[src/rtl/tagirq_pkg.sv]
package tagirq_pkg;
   localparam int MARK_W = 8;
   localparam int CODE_W = 8;
   localparam int CTL_ACK = 0;
   localparam int CTL_EN  = 1;

   typedef enum logic [1:0] {
      SRC_NONE = 2'd0,
      SRC_SW   = 2'd1,
      SRC_HW   = 2'd2
   } src_e;

   function automatic int unsigned wrap_inc(input int unsigned v, input int unsigned depth);
      return (v + 1 == depth) ? 0 : v + 1;
   endfunction
endpackage

[src/rtl/tagirq_decode.sv]
module tagirq_decode #(
   parameter int WORD_W = 32,
   parameter int TAG_W = 24,
   parameter logic [7:0] REQ_MARK = 8'hC9
) (
   input  logic [WORD_W-1:0] word,
   output logic              is_req,
   output logic [TAG_W-1:0]  tag
);
   import tagirq_pkg::*;
   logic [MARK_W-1:0] mark;

   always_comb begin
      mark   = word[WORD_W-1 -: MARK_W];
      is_req = (mark == REQ_MARK);
      tag    = word[TAG_W-1:0];
   end
endmodule

[src/rtl/tagirq_pendq.sv]
module tagirq_pendq #(
   parameter int W = 24,
   parameter int DEPTH = 2
) (
   input  logic                       clk,
   input  logic                       rst_n,
   input  logic                       push,
   input  logic [W-1:0]               wdata,
   input  logic                       pop,
   output logic [W-1:0]               rdata,
   output logic                       empty,
   output logic                       full,
   output logic [$clog2(DEPTH+1)-1:0] count
);
   import tagirq_pkg::*;
   localparam int AW = $clog2(DEPTH);
   localparam int CW = $clog2(DEPTH+1);
   localparam logic [CW-1:0] CNT_MAX = CW'(DEPTH);

   logic [W-1:0]  mem [DEPTH];
   logic [AW-1:0] rd_ptr, wr_ptr;
   logic          do_push, do_pop;

   always_comb begin
      empty   = (count == '0);
      full    = (count == CNT_MAX);
      do_pop  = pop && !empty;
      do_push = push && (!full || do_pop);
      rdata   = mem[rd_ptr];
   end

   always_ff @(posedge clk) begin
      if (!rst_n) begin
         rd_ptr <= '0;
         wr_ptr <= '0;
         count  <= '0;
      end else begin
         if (do_push) wr_ptr <= AW'(wrap_inc(int'(wr_ptr), DEPTH));
         if (do_pop)  rd_ptr <= AW'(wrap_inc(int'(rd_ptr), DEPTH));
         case ({do_push, do_pop})
            2'b10:   count <= count + 1'b1;
            2'b01:   count <= count - 1'b1;
            default: count <= count;
         endcase
      end
   end

   generate
      for (genvar i = 0; i < DEPTH; i++) begin : g_slot
         always_ff @(posedge clk) begin
            if (!rst_n) mem[i] <= '0;
            else if (do_push && wr_ptr == AW'(i)) mem[i] <= wdata;
         end
      end
   endgenerate
endmodule

[src/rtl/tagirq_hwsrc.sv]
module tagirq_hwsrc #(
   parameter int N = 2
) (
   input  logic         clk,
   input  logic         rst_n,
   input  logic [N-1:0] evt,
   input  logic         clr,
   output logic         any,
   output logic [7:0]   code
);
   logic [N-1:0] pend;
   logic [N-1:0] sel;

   always_comb begin
      sel  = '0;
      code = 8'h00;
      for (int i = N - 1; i >= 0; i--) begin
         if (pend[i]) begin
            sel  = '0;
            sel[i] = 1'b1;
            code = 8'(i + 1);
         end
      end
      any = |pend;
   end

   always_ff @(posedge clk) begin
      if (!rst_n) pend <= '0;
      else        pend <= (pend & ~(clr ? sel : '0)) | evt;
   end
endmodule

[src/rtl/tagirq_gen.sv]
module tagirq_gen #(
   parameter int WORD_W = 32,
   parameter int TAG_W = 24,
   parameter int PEND_DEPTH = 2,
   parameter int HW_SRC = 2,
   parameter logic [7:0] REQ_MARK = 8'hC9,
   parameter bit STALL_ON_FULL = 1'b0,
   parameter bit CLEAR_ON_READ = 1'b0
) (
   input  logic              clk,
   input  logic              rst_n,
   input  logic              head_valid,
   input  logic [WORD_W-1:0] head_word,
   output logic              head_pop,
   output logic              exec_valid,
   output logic [WORD_W-1:0] exec_word,
   input  logic              exec_ready,
   input  logic [HW_SRC-1:0] hw_evt,
   input  logic              ctl_wr,
   input  logic [1:0]        ctl_wdata,
   input  logic              id_rd,
   output logic [WORD_W-1:0] id_rdata,
   output logic              irq,
   output logic              ovf
);
   import tagirq_pkg::*;
   localparam int CW = $clog2(PEND_DEPTH+1);

   initial begin
      assert (TAG_W == 16 || TAG_W == 24) else $error("TAG_W must be 16 or 24");
      assert (WORD_W >= TAG_W + MARK_W) else $error("WORD_W too narrow");
      assert (PEND_DEPTH >= 2) else $error("PEND_DEPTH must be at least 2");
      assert (HW_SRC >= 1 && HW_SRC <= 255) else $error("HW_SRC out of range");
   end

   logic              is_req;
   logic [TAG_W-1:0]  tag;
   logic              req_at_head;
   logic              q_push, q_pop, q_empty, q_full, q_space;
   logic [TAG_W-1:0]  q_rdata;
   logic [CW-1:0]     q_count;
   logic              hw_any, hw_clr;
   logic [7:0]        hw_code;
   logic              accept_req, drop;
   logic              clr_req, ack_wr;
   logic              en_q, ovf_q;
   src_e              shown;

   tagirq_decode #(.WORD_W(WORD_W), .TAG_W(TAG_W), .REQ_MARK(REQ_MARK)) u_dec (
      .word(head_word), .is_req(is_req), .tag(tag)
   );

   tagirq_pendq #(.W(TAG_W), .DEPTH(PEND_DEPTH)) u_q (
      .clk(clk), .rst_n(rst_n), .push(q_push), .wdata(tag), .pop(q_pop),
      .rdata(q_rdata), .empty(q_empty), .full(q_full), .count(q_count)
   );

   tagirq_hwsrc #(.N(HW_SRC)) u_hw (
      .clk(clk), .rst_n(rst_n), .evt(hw_evt), .clr(hw_clr),
      .any(hw_any), .code(hw_code)
   );

   assign ack_wr = ctl_wr && ctl_wdata[CTL_ACK];

   generate
      if (CLEAR_ON_READ) begin : g_rdclr
         assign clr_req = ack_wr || id_rd;
      end else begin : g_wrclr
         assign clr_req = ack_wr;
      end
   endgenerate

   always_comb begin
      q_pop   = clr_req && !q_empty;
      hw_clr  = clr_req && q_empty && hw_any;
      q_space = !q_full || q_pop;
      req_at_head = head_valid && is_req;
   end

   generate
      if (STALL_ON_FULL) begin : g_stall
         assign accept_req = q_space;
      end else begin : g_drop
         assign accept_req = 1'b1;
      end
   endgenerate

   always_comb begin
      q_push     = req_at_head && q_space;
      drop       = req_at_head && accept_req && !q_space;
      exec_valid = head_valid && !is_req;
      exec_word  = head_word;
      head_pop   = head_valid && (is_req ? accept_req : exec_ready);
   end

   always_ff @(posedge clk) begin
      if (!rst_n) begin
         en_q  <= 1'b0;
         ovf_q <= 1'b0;
      end else begin
         if (ctl_wr) en_q <= ctl_wdata[CTL_EN];
         if (drop)         ovf_q <= 1'b1;
         else if (clr_req) ovf_q <= 1'b0;
      end
   end

   always_comb begin
      if (!q_empty)   shown = SRC_SW;
      else if (hw_any) shown = SRC_HW;
      else            shown = SRC_NONE;
      id_rdata = '0;
      case (shown)
         SRC_SW:  id_rdata[TAG_W-1:0] = q_rdata;
         SRC_HW:  id_rdata[WORD_W-1 -: CODE_W] = hw_code;
         default: id_rdata = '0;
      endcase
      irq = en_q && (shown != SRC_NONE);
      ovf = ovf_q;
   end
endmodule

[config.mk]
export PLATFORM = sky130hd
export DESIGN_NAME = tagirq_gen
export DESIGN_NICKNAME = d
export VERILOG_FILES = /design/src/rtl/tagirq_pkg.sv /design/src/rtl/tagirq_decode.sv /design/src/rtl/tagirq_pendq.sv /design/src/rtl/tagirq_hwsrc.sv /design/src/rtl/tagirq_gen.sv
export SDC_FILE = /design/constraint.sdc
export NUM_CORES = 1
export LEC_CHECK = 0
export BUFFER_PORTS_ARGS = -buffer_cell sky130_fd_sc_hd__buf_2
export CAP_MARGIN = 20
export CORE_MARGIN = 2
export CORE_UTILIZATION = 49
export CTS_CLUSTER_SIZE = 25
export DETAILED_ROUTE_END_ITERATION = 7
export PLACE_DENSITY = 0.8
export SYNTH_ARGS = -nofsm -noshare
export SYNTH_HDL_FRONTEND = slang
export SYNTH_SLANG_ARGS = --single-unit
[constraint.sdc]
create_clock -name clk -period 3.88 [get_ports clk]
set_input_delay 0.776 -clock clk [delete_from_list [all_inputs] [get_ports clk]]
set_output_delay 0.776 -clock clk [all_outputs]
set_load 0.01 [all_outputs]
After elaboration in Yosys (flattened, before gate mapping)
Memories as Yosys holds them, arrays and structs flattened. A register that Yosys moved wholly into a read port is not among the register bits.
Cells that the tools add are included.
{"block": "totals", "reg_bits": 8, "n_memories": 1, "input_bits": 42, "mem_bits_rw": 48, "out_inout_bits": 68}
{"name": "u_q.mem", "words": 2, "width": 24, "rd": 1, "rd_ports_with_merged_regs": 1, "wr": 2, "line": "tagirq_pendq.sv:20", "text": "logic [W-1:0] mem [DEPTH];"}
{"block": "classes", "n_eq_ne": 8, "n_mux": 26, "bitwise": 6, "add_sub_neg": 4, "reduce_logical": 25}
{"operator": "2-to-1 mux 24 bit", "n": 3}
{"operator": "logical AND 1 bit", "n": 14}
{"operator": "2-to-1 mux 1 bit", "n": 14}
{"operator": "2-to-1 mux 2 bit", "n": 7}
{"operator": "== test 2 bit, second input constant", "n": 5}
{"operator": "== test 8 bit, second input constant", "n": 1}
{"operator": "2-to-1 mux 8 bit", "n": 1}
{"operator": "nonzero test 2 bit", "n": 3}
{"operator": "adder 1 x 1 -> 2 bit, second input constant", "n": 2}
{"operator": "== test 2 x 1 -> 1 bit, second input constant", "n": 2}
{"operator": "zero test 1 bit", "n": 4}
{"operator": "case mux 2 bit (2 select lines)", "n": 1}
{"operator": "adder 2 x 1 -> 2 bit, second input constant", "n": 1}
{"operator": "bitwise AND 2 bit", "n": 1}
{"operator": "zero test 2 bit", "n": 1}
{"operator": "logical OR 1 bit", "n": 2}
{"operator": "inverter 2 bit", "n": 1}
{"operator": "bitwise OR 1 bit", "n": 2}
{"operator": "bitwise OR 2 bit", "n": 1}
{"operator": "OR reduction 2 bit", "n": 1}
{"operator": "subtractor 2 x 1 -> 2 bit, second input constant", "n": 1}
{"operator": "inverter 1 bit", "n": 1}

Depth between registers and ports, before layout
Gate-level depths: netlist of run 1.
{"block": "depth", "ltp_word": 11, "depth_mapped": 7, "ltp_nobuf": 7}

Modules after synthesis
A second synthesis of run 1 with hierarchy kept.
{"block": "unflattened", "hier_cells": 288, "area_unflattened_um2": 3318.2}
{"mod": "tagirq_pendq", "area_each_um2": 2376.0, "seq_area_each_um2": 1541.5, "cells_each": 160, "n_inst": 1}
{"mod": "tagirq_gen", "area_each_um2": 593.1, "seq_area_each_um2": 40.0, "cells_each": 84, "n_inst": 1}
{"mod": "tagirq_decode", "area_each_um2": 207.7, "seq_area_each_um2": 0.0, "cells_each": 27, "n_inst": 1}
{"mod": "tagirq_hwsrc", "area_each_um2": 141.4, "seq_area_each_um2": 40.0, "cells_each": 17, "n_inst": 1}

Least setup slack after synthesis of run 1
OpenSTA, ideal clock, no wires.
{"block": "synth_path", "path_kind": "in2reg", "from": "input port head_word[26]", "to": "memory u_q.mem[1][0] (enable)", "cell_stages": 4, "setup_slack_ns": 0.237, "required_time_ns": 3.442, "arrival_ns": 3.205, "n_path_buf": 0, "setup_time_ns": 0.438, "path_cell_list": "nand4bb_1 -> nor4_4 -> nand3_1 -> o21ai_0"}
{"element": "from (decl)", "line": "tagirq_gen.sv:13", "text": "input logic [WORD_W-1:0] head_word,"}
{"element": "to (decl)", "line": "tagirq_pendq.sv:20"}

==> results of run 1 <==
[path summary, 6_finish.rpt]
path | slack (ns) | depth (start not counted) | startpoint | endpoint
worst max register to register | 1.91 | 5 | u_q.count[0] | u_q.count[1]
worst min-delay path | 0.46 | 2 | ovf | ovf
worst min register to register | 0.46 | 2 | ovf | ovf
worst max-delay path | 1.19 | 4 | register | id_rdata[0]
[metrics by stage]
step                      total power (uW)  cells  cell area (sq um)
after floorplan                      774.9    280               2902
after detailed placement             802.2    408               3179
after global placement               798.8    408               3179
final                                 1227    424               3333
after global routing                  1274    424               3333
after CTS                             1237    424               3333
[placed cells by master (no fill, tap or decap), types with 2 or more instances in the layout]
master,synthesis,routed
dfxtp_1,9,9
xnor2_1,2,2
mux2i_1,25,25
o31a_1,2,2
inv_1,3,3
clkbuf_1,6,2
edfxtp_1,48,48
clkinv_2,0,3
nand4_2,2,2
clkinv_1,1,3
nor2_1,83,82
o21ai_0,3,2
nand3_1,2,2
nand2_1,28,28
clkbuf_8,0,9
buf_4,39,4
conb_1,1,6
a21oi_1,4,4
buf_2,2,102
[per-layer routing]
metal  up-vias  GRT usage (%)  share of wire (%)
li1       1021              -                  -
met1       956          20.68                 40
met2        71          32.17                 52
met3         8          3.596                6.1
met4         0          10.17                1.7
met5         -              0                  0
[worst max-delay path, delay by kind of cell (launching register included)]
| kind | cells | cell delay (ns) |
|---|---|---|
| flops | 1 | 0.79 |
| buf+inv | 2 | 0.50 |
| mux | 1 | 0.23 |
| simple gates | 1 | 0.07 |
[registers in the layout, indices dropped and copies added, names as in the netlist, named ones only]
signal      count
en_q            1
ovf             1
u_hw.pend       2
u_q.count       2
u_q.mem        48
u_q.rd_ptr      1
u_q.wr_ptr      1
[synth_stat cells]
| master | n | area, sq um |
|---|---|---|
| a31o_2 | 1 | 8.760 |
| nor3b_1 | 1 | 7.510 |
| xor2_1 | 1 | 8.760 |
| and2_1 | 1 | 6.260 |
| xnor2_1 | 2 | 17.52 |
| or3b_1 | 1 | 8.760 |
| a21oi_1 | 4 | 20.02 |
| edfxtp_1 | 48 | 1441 |
| clkbuf_1 | 6 | 22.52 |
| or2_2 | 1 | 6.260 |
| mux2i_1 | 25 | 250.2 |
| clkinv_1 | 1 | 3.750 |
| nand3b_1 | 1 | 7.510 |
| conb_1 | 1 | 3.750 |
| nand4bb_1 | 1 | 11.26 |
| dfxtp_1 | 9 | 180.2 |
| nor2_1 | 83 | 311.6 |
| buf_2 | 2 | 10.01 |
| buf_4 | 39 | 292.8 |
| inv_1 | 3 | 11.26 |
| nand4_1 | 1 | 6.260 |
| nand2_1 | 28 | 105.1 |
| ha_1 | 1 | 12.51 |
| o21ai_0 | 3 | 15.01 |
| nor4_4 | 1 | 21.27 |
| buf_6 | 3 | 33.78 |
| nand4_2 | 2 | 25.02 |
| or3_1 | 1 | 6.260 |
| nand3_1 | 2 | 10.01 |
| o31a_1 | 2 | 17.52 |
[final cells by class]
cell class	count	area [sq um]
Fill cell	492	2275
Timing Repair Buffer	106	540.5
Tap cell	72	90.09
Sequential cell	57	1622
Multi-Input combinational cell	169	912.1
Clock buffer	11	131.4
Inverter	4	15.01
Clock inverter	5	22.52
[cell families after synthesis]
logic type	share of synthesized area [%]
other	0.1301
adder cells (fa/ha/maj)	0.4340
AO/OA/AOI/OAI	2.127
XOR/XNOR	0.9116
AND/OR/NAND/NOR	18.49
buffers and inverters	12.98
flip-flops	56.25
multiplexers	8.681
[where the power goes]
part	switching (uW)	total [uW]	internal, uW
clock	215	439	224
sequential	6.34	687	681
combinational	60.4	101	40.5
==> summary.md, run 1 <==
| Metric | Value |
|---|---|
| Outcome | finished clean |
| Critical path required time | 3.10 ns |
| Die height | 80.70 um |
| Setup TNS | 0 ns |
| Crit. End Element | output port |
| Max-cap viol count | 0 |
| Buffers on Ports | 102 |
| P per Cell Area | 368.1 nW/um^2 |
| Number of diodes | 0 |
| Vias in the first global route | 2,044 |
| Worst-path cell chain | buf_4, mux2i_1, nor2_1, buf_2 |
| I/O Pins | 110 |
| DRT iter0 DRCs | 89 |
| First-pass GRT wire length | 8797 um |
| Antenna-violating nets left | 0 |
| CORE AREA | 5608 sq um |
| Slowest CP cell | dfxtp_1 |
| Pleak | 0.001388 uW |
| Final hold slack | 0.4634 ns |
| Clk sink count | 57 |
| Flop and latch count out of synthesis | 57 |
| Sequential area share after synthesis | 56.25% |
| Final core occ | 59.44% |
| Share of cells above drive strength 1 | 35.51% |
| DRC Markers | 0 |
| Tcrit/Tclk final | 69.28% |
| WL/cell | 13.22 um |
| Setup Fix Bufs, Post-CTS | 0 |
| Tmin final | 2.688 ns |
| Area grow syn2layout | 15.63% |
| Die width | 80.70 um |
| H-tree depth | 3 |
| Die ar. | 6512 sq um |
| Synth warnings | 0 |
| Skew final | 0.006033 ns |
| Fin. max-slew vios | 0 |
| Worst-Skew Late Latency | 0.32 ns |
| Final setup viols | 0 |
| Final Hold Viols | 0 |
| Worst hold path type | register to register |
| Post-synth cell types | 30 |
| Final net count | 390 |
| First-pass iteration count of the detailed router | 5 |
| Avg Cell Area, Syn | 10.48 sq um |
| Initial antenna violation count | 0 |
| GR Util All Layers | 18.25% |
| Clock Path Buffers | 2 |
| Final wirelength | 5606 um |
| CTS tree | done |
| Detailed Place HPWL | 3783 um |
| Worst path arrival time | 1.91 ns |
| Clock transition at path regs | 0.06 ns |
| Dpl ws | 1.141 ns |
| Max FO, Critical Path | 13 |
| Maximum vdd drop | 0.0002405 V |
| Hold buffer count at cts | 0 |
| CTS root buf | clkbuf_8 |
| Fmax | 372.0 MHz |
| GP Congestion | 0.7445 |
| RSZ-0062 raised after global routing | no |
| Initial core utilization | 51.41% |
| Cells after Synth | 275 |
| Startpoint types | register |
| Slew at the pin closest to its max-slew limit | 0.7352 ns |
| Slew Limit Headroom | 50.87% |
| Post-CTS Resized | 0 |
| Via/cell ratio | 4.849 |
| Global route total overflow | 0 |
| Slack of the critical path | 1.192 ns |
| Worst Setup Path Type | register to output port |
| Clock buffer count from CTS | 9 |
| Total number of vias | 2,056 |
| Slowest Stage Delay on Critical Path | 0.79 ns |
| Largest net degree at the start of global routing | 30 |
| Cell Area, Synth | 2883 sq um |
| Cell Rows | 27 |
(Power assumes the default switching activity.)
==> run 2, diff against run 1 <==
- ABC_AREA: default -> 1
- CORE_UTILIZATION: 49 -> 45
- PLACE_DENSITY: 0.8 -> 0.77
- clock period: 3.88 -> 2.3 ns (I/O delays scaled with it)
==> run 2 against run 1 <==
  * Critical path depth is the same
  * Die area grew 12%
  * Register-to-register slack lost 1.4 ns
  * Sequential share of layout area shrank 2.7 points
  * Highest routed layer unchanged
==> summary.md, run 2 <==
| Metric | Value |
|---|---|
| Outcome | finished clean |
| Tmin final | 1.932 ns |
| Hold Startpoint | hw_evt[0] |
| Setup Fix Bufs, Post-CTS | 0 (unchanged) |
| Cell Rows | 29 (+7.4%) |
| Commonest non-fill, non-tap cells in the layout | buf_2 (102), nand2_1 (69), nor2_1 (56) |
| Worst Setup Path Type | register to output port |
| R2R cell count | 10 (+5) |
| Switching part of the total | 22.47% (-0.50 points) |
| Post-synth top flop | edfxtp_1 |
| Sequential area share after synthesis | 54.29% (-2.0 points) |
| Final setup viols | 0 (unchanged) |
| Area grow syn2layout | 18.06% |
| Final Cell Area | 3526 sq um (+5.8%) |
| Detailed Place HPWL | 4015 um (+6.1%) |
| Ys async rst share | 0% (unchanged) |
| Crit. End Element | output port |
| Worst path arrival time | 1.47 ns (-0.44 ns) |
| Via/cell ratio | 4.655 (-4.0%) |
| Hold endpoint | u_hw.pend[0] |
| Worst hold path type | primary input to register |
| Clock buffer count from CTS | 9 (unchanged) |
| Most common cell after layout, fill and taps aside | buf_2 |
| Vias in the first global route | 2,073 (+1.4%) |
| RSZ-0062 raised after global routing | no |
| Skew final | 0.004487 ns (-0.001545 ns) |
| Share of cells above drive strength 1 | 34.62% (-0.89 points) |
| Fill cells | 585 (+19%) |
| Total number of vias | 2,281 (+11%) |
| Clock transition at path regs | 0.07 ns (about the same) |
| Avg Cell Area, Syn | 8.942 sq um (-15%) |
| Die width | 85.47 um (+5.9%) |
| R2R setup slack | 0.55 ns (-1.36 ns) |
| Final wirelength | 6002 um (+7.1%) |
| CTS root buf | clkbuf_8 |
| Top-count cell post-synth | nand2_1 |
| GR Util All Layers | 16.99% (-1.3 points) |
| Largest net degree at the start of global routing | 26 (-13%) |
| Post-synth cell types | 23 (-23%) |
| EDFF count, synth | 48 (unchanged) |
| Initial core utilization | 46.77% (-4.6 points) |
| Die height | 85.47 um (+5.9%) |
| Fmax | 517.6 MHz |
| Clk sink count | 57 (unchanged) |
| Max-cap viol count | 0 (unchanged) |
| GP Congestion | 0.7466 (+0.28%) |
| Top flop regs | u_q.mem: 48 flops, u_hw.pend: 2 flops, u_q.count: 2 flops |
| Number of diodes | 0 (unchanged) |
| Top delay family on crit path | buffers and inverters |
| R2r startpoint | u_q.count[0] |
| P_int | 1826 uW (+93%) |
| Placed Area | 3307 sq um (+4.0%) |
| Pleak | 0.001742 uW (+25%) |
| Switching power | 529.0 uW (+88%) |
| DRC Markers | 0 (unchanged) |
| Worst-path cell chain | inv_2, nand2_1, a21oi_1, buf_2 |
| Area leader, netlist | edfxtp_1 |
| Post-CTS Resized | 0 (unchanged) |
| Largest register by flop count | u_q.mem |
| Slack of the critical path | 0.3678 ns (-0.8240 ns) |
| Setup TNS | 0 ns (unchanged) |
| P per Cell Area | 667.8 nW/um^2 (+81%) |
| Global route total overflow | 0 (unchanged) |
| First-pass iteration count of the detailed router | 4 (-1) |
| Worst R2R End | u_q.count[1] |
| WP depth | 4 (unchanged) |
| Dpl ws | 0.3420 ns (-0.7993 ns) |
| Cells after Synth | 334 (+21%) |
| Slowest Stage Delay on Critical Path | 0.34 ns (-0.45 ns) |
| Crit path buf inv count | 2 (unchanged) |
| Final Hold Viols | 0 (unchanged) |
| WL/cell | 12.25 um (-7.4%) |
| Max FO, Critical Path | 24 (+11) |
| Initial antenna violation count | 0 (unchanged) |
| Hold-critical path depth | 3 (+1) |
| Cell Area, Synth | 2987 sq um (+3.6%) |
| DRT iter0 DRCs | 66 (-26%) |
| Antenna-violating nets left | 0 (unchanged) |
| Ranking of synthesized cells by area | edfxtp_1 (48%), buf_4 (9.6%), nand2_1 (8.7%) |
| Hold buffer count at cts | 0 (unchanged) |
| Clock Path Buffers | 2 (unchanged) |
| Flop and latch count out of synthesis | 57 (unchanged) |
| Critical path required time | 1.84 ns (-1.26 ns) |
| Final net count | 451 (+16%) |
| Number of flip-flops in the largest register | 48 (unchanged) |
| Maximum vdd drop | 0.0003651 V (+52%) |
| Die ar. | 7304 sq um (+12%) |
| Commonest cells post-synth | nand2_1 (69), nor2_1 (56), edfxtp_1 (48) |
| Startpoint types | register |
| Worst-Skew Late Latency | 0.34 ns (+0.02 ns) |
| Buffers on Ports | 102 (unchanged) |
| Fin. max-slew vios | 0 (unchanged) |
| Synth top area share | 48.26% (-1.7 points) |
| Part of the power in registers | 49.2% (-6.8 points) |
| CTS tree | done |
| Clock network fraction of total power | 43.3% (+7.5 points) |
| Synth warnings | 0 (unchanged) |
| Slowest CP cell | inv_2 |
| I/O Pins | 110 (unchanged) |
| H-tree depth | 3 (unchanged) |
| First-pass GRT wire length | 9294 um (+5.6%) |
| Combinational share of power | 7.5% (-0.7 points) |
| Tcrit/Tclk final | 84.01% |
| CORE AREA | 6386 sq um (+14%) |
==> run 2: changes by cell type in the layout (fill, tap and decap cells not counted), sizes merged, moves of 16 or more <==
cell   previous run  this run
nor2             83        67
inv               3        43
nand2            28        70
a21oi             4        32
mux2i            25         0
==> run 2: power groups by stage <==
stage	Combinational [uW]	Sequential (uW)	Clock (uW)
after CTS	179	1160	1030
after global placement	174	1180	0
after global routing	196	1160	1070
final	177	1160	1020
after detailed placement	178	1180	0
after floorplan	131	1180	0
==> run 2: area by class of cell <==
type                            instances  area, sq um  share of cell area [%]
Inverter                               43        161.4                   4.578
Tap cell                               77        96.34                   2.732
Multi-Input combinational cell        189        859.6                   24.38
Clock buffer                            9        123.9                   3.513
Sequential cell                        57         1622                   45.99
Timing Repair Buffer                  108        568.0                   16.11
Clock inverter                          7        95.09                   2.697
==> run 2: metal layers <==
layer,routed length [um],track usage (%)
met1,2368,18.76
met2,3203,30.26
met3,312,3.599
met4,117,9.380
met5,0,0
==> run 2: worst reg2reg max path, stage by stage (launching register included) <==
cell and delay [ns]:
dfxtp_1 0.43, nor2_1 0.09, nand2_1 0.23, inv_2 0.08, nor3_1 0.17, inv_1 0.06
ha_1 0.26, inv_1 0.09, nand2_1 0.08, o21ai_1 0.12, a21oi_1 0.05
==> run 2: cells by family (layout without fill, tap and decap cells) <==
logic type,after synthesis,count (layout),synth area share [%]
simple gates,143,143,20.82
buf+inv,93,167,17.55
flops,57,57,54.29
compound gates,38,38,6.493
fa+ha+maj,1,1,0.4189
other cells,1,6,0.1256
xor+xnor,1,1,0.2933
==> run 2: how the worst max path moves through the flow <==
| stage | slack [ns] | endpoint |
|---|---|---|
| CTS | 0.34 | id_rdata[22] |
| floorplan | 0.41 | u_q.mem[0][0] |
| finish | 0.37 | id_rdata[22] |
| detailed placement | 0.34 | u_q.count[1] |
| global route | 0.21 | id_rdata[20] |
| global placement | 0.42 | u_q.count[1] |
==> run 2: per-stage QoR <==
stage	power, uW	utilization, %	hold WS, ns	std cells
6_report	2355	55.21	0.3487	490
5_1_grt	2430	55.21	0.3481	490
4_1_cts	2372	55.21	0.3246	490
3_5_place_dp	1358	51.78	0.4480	474
3_3_place_gp	1352	51.78	0.4436	474
2_1_floorplan	1309	-	0.4317	339
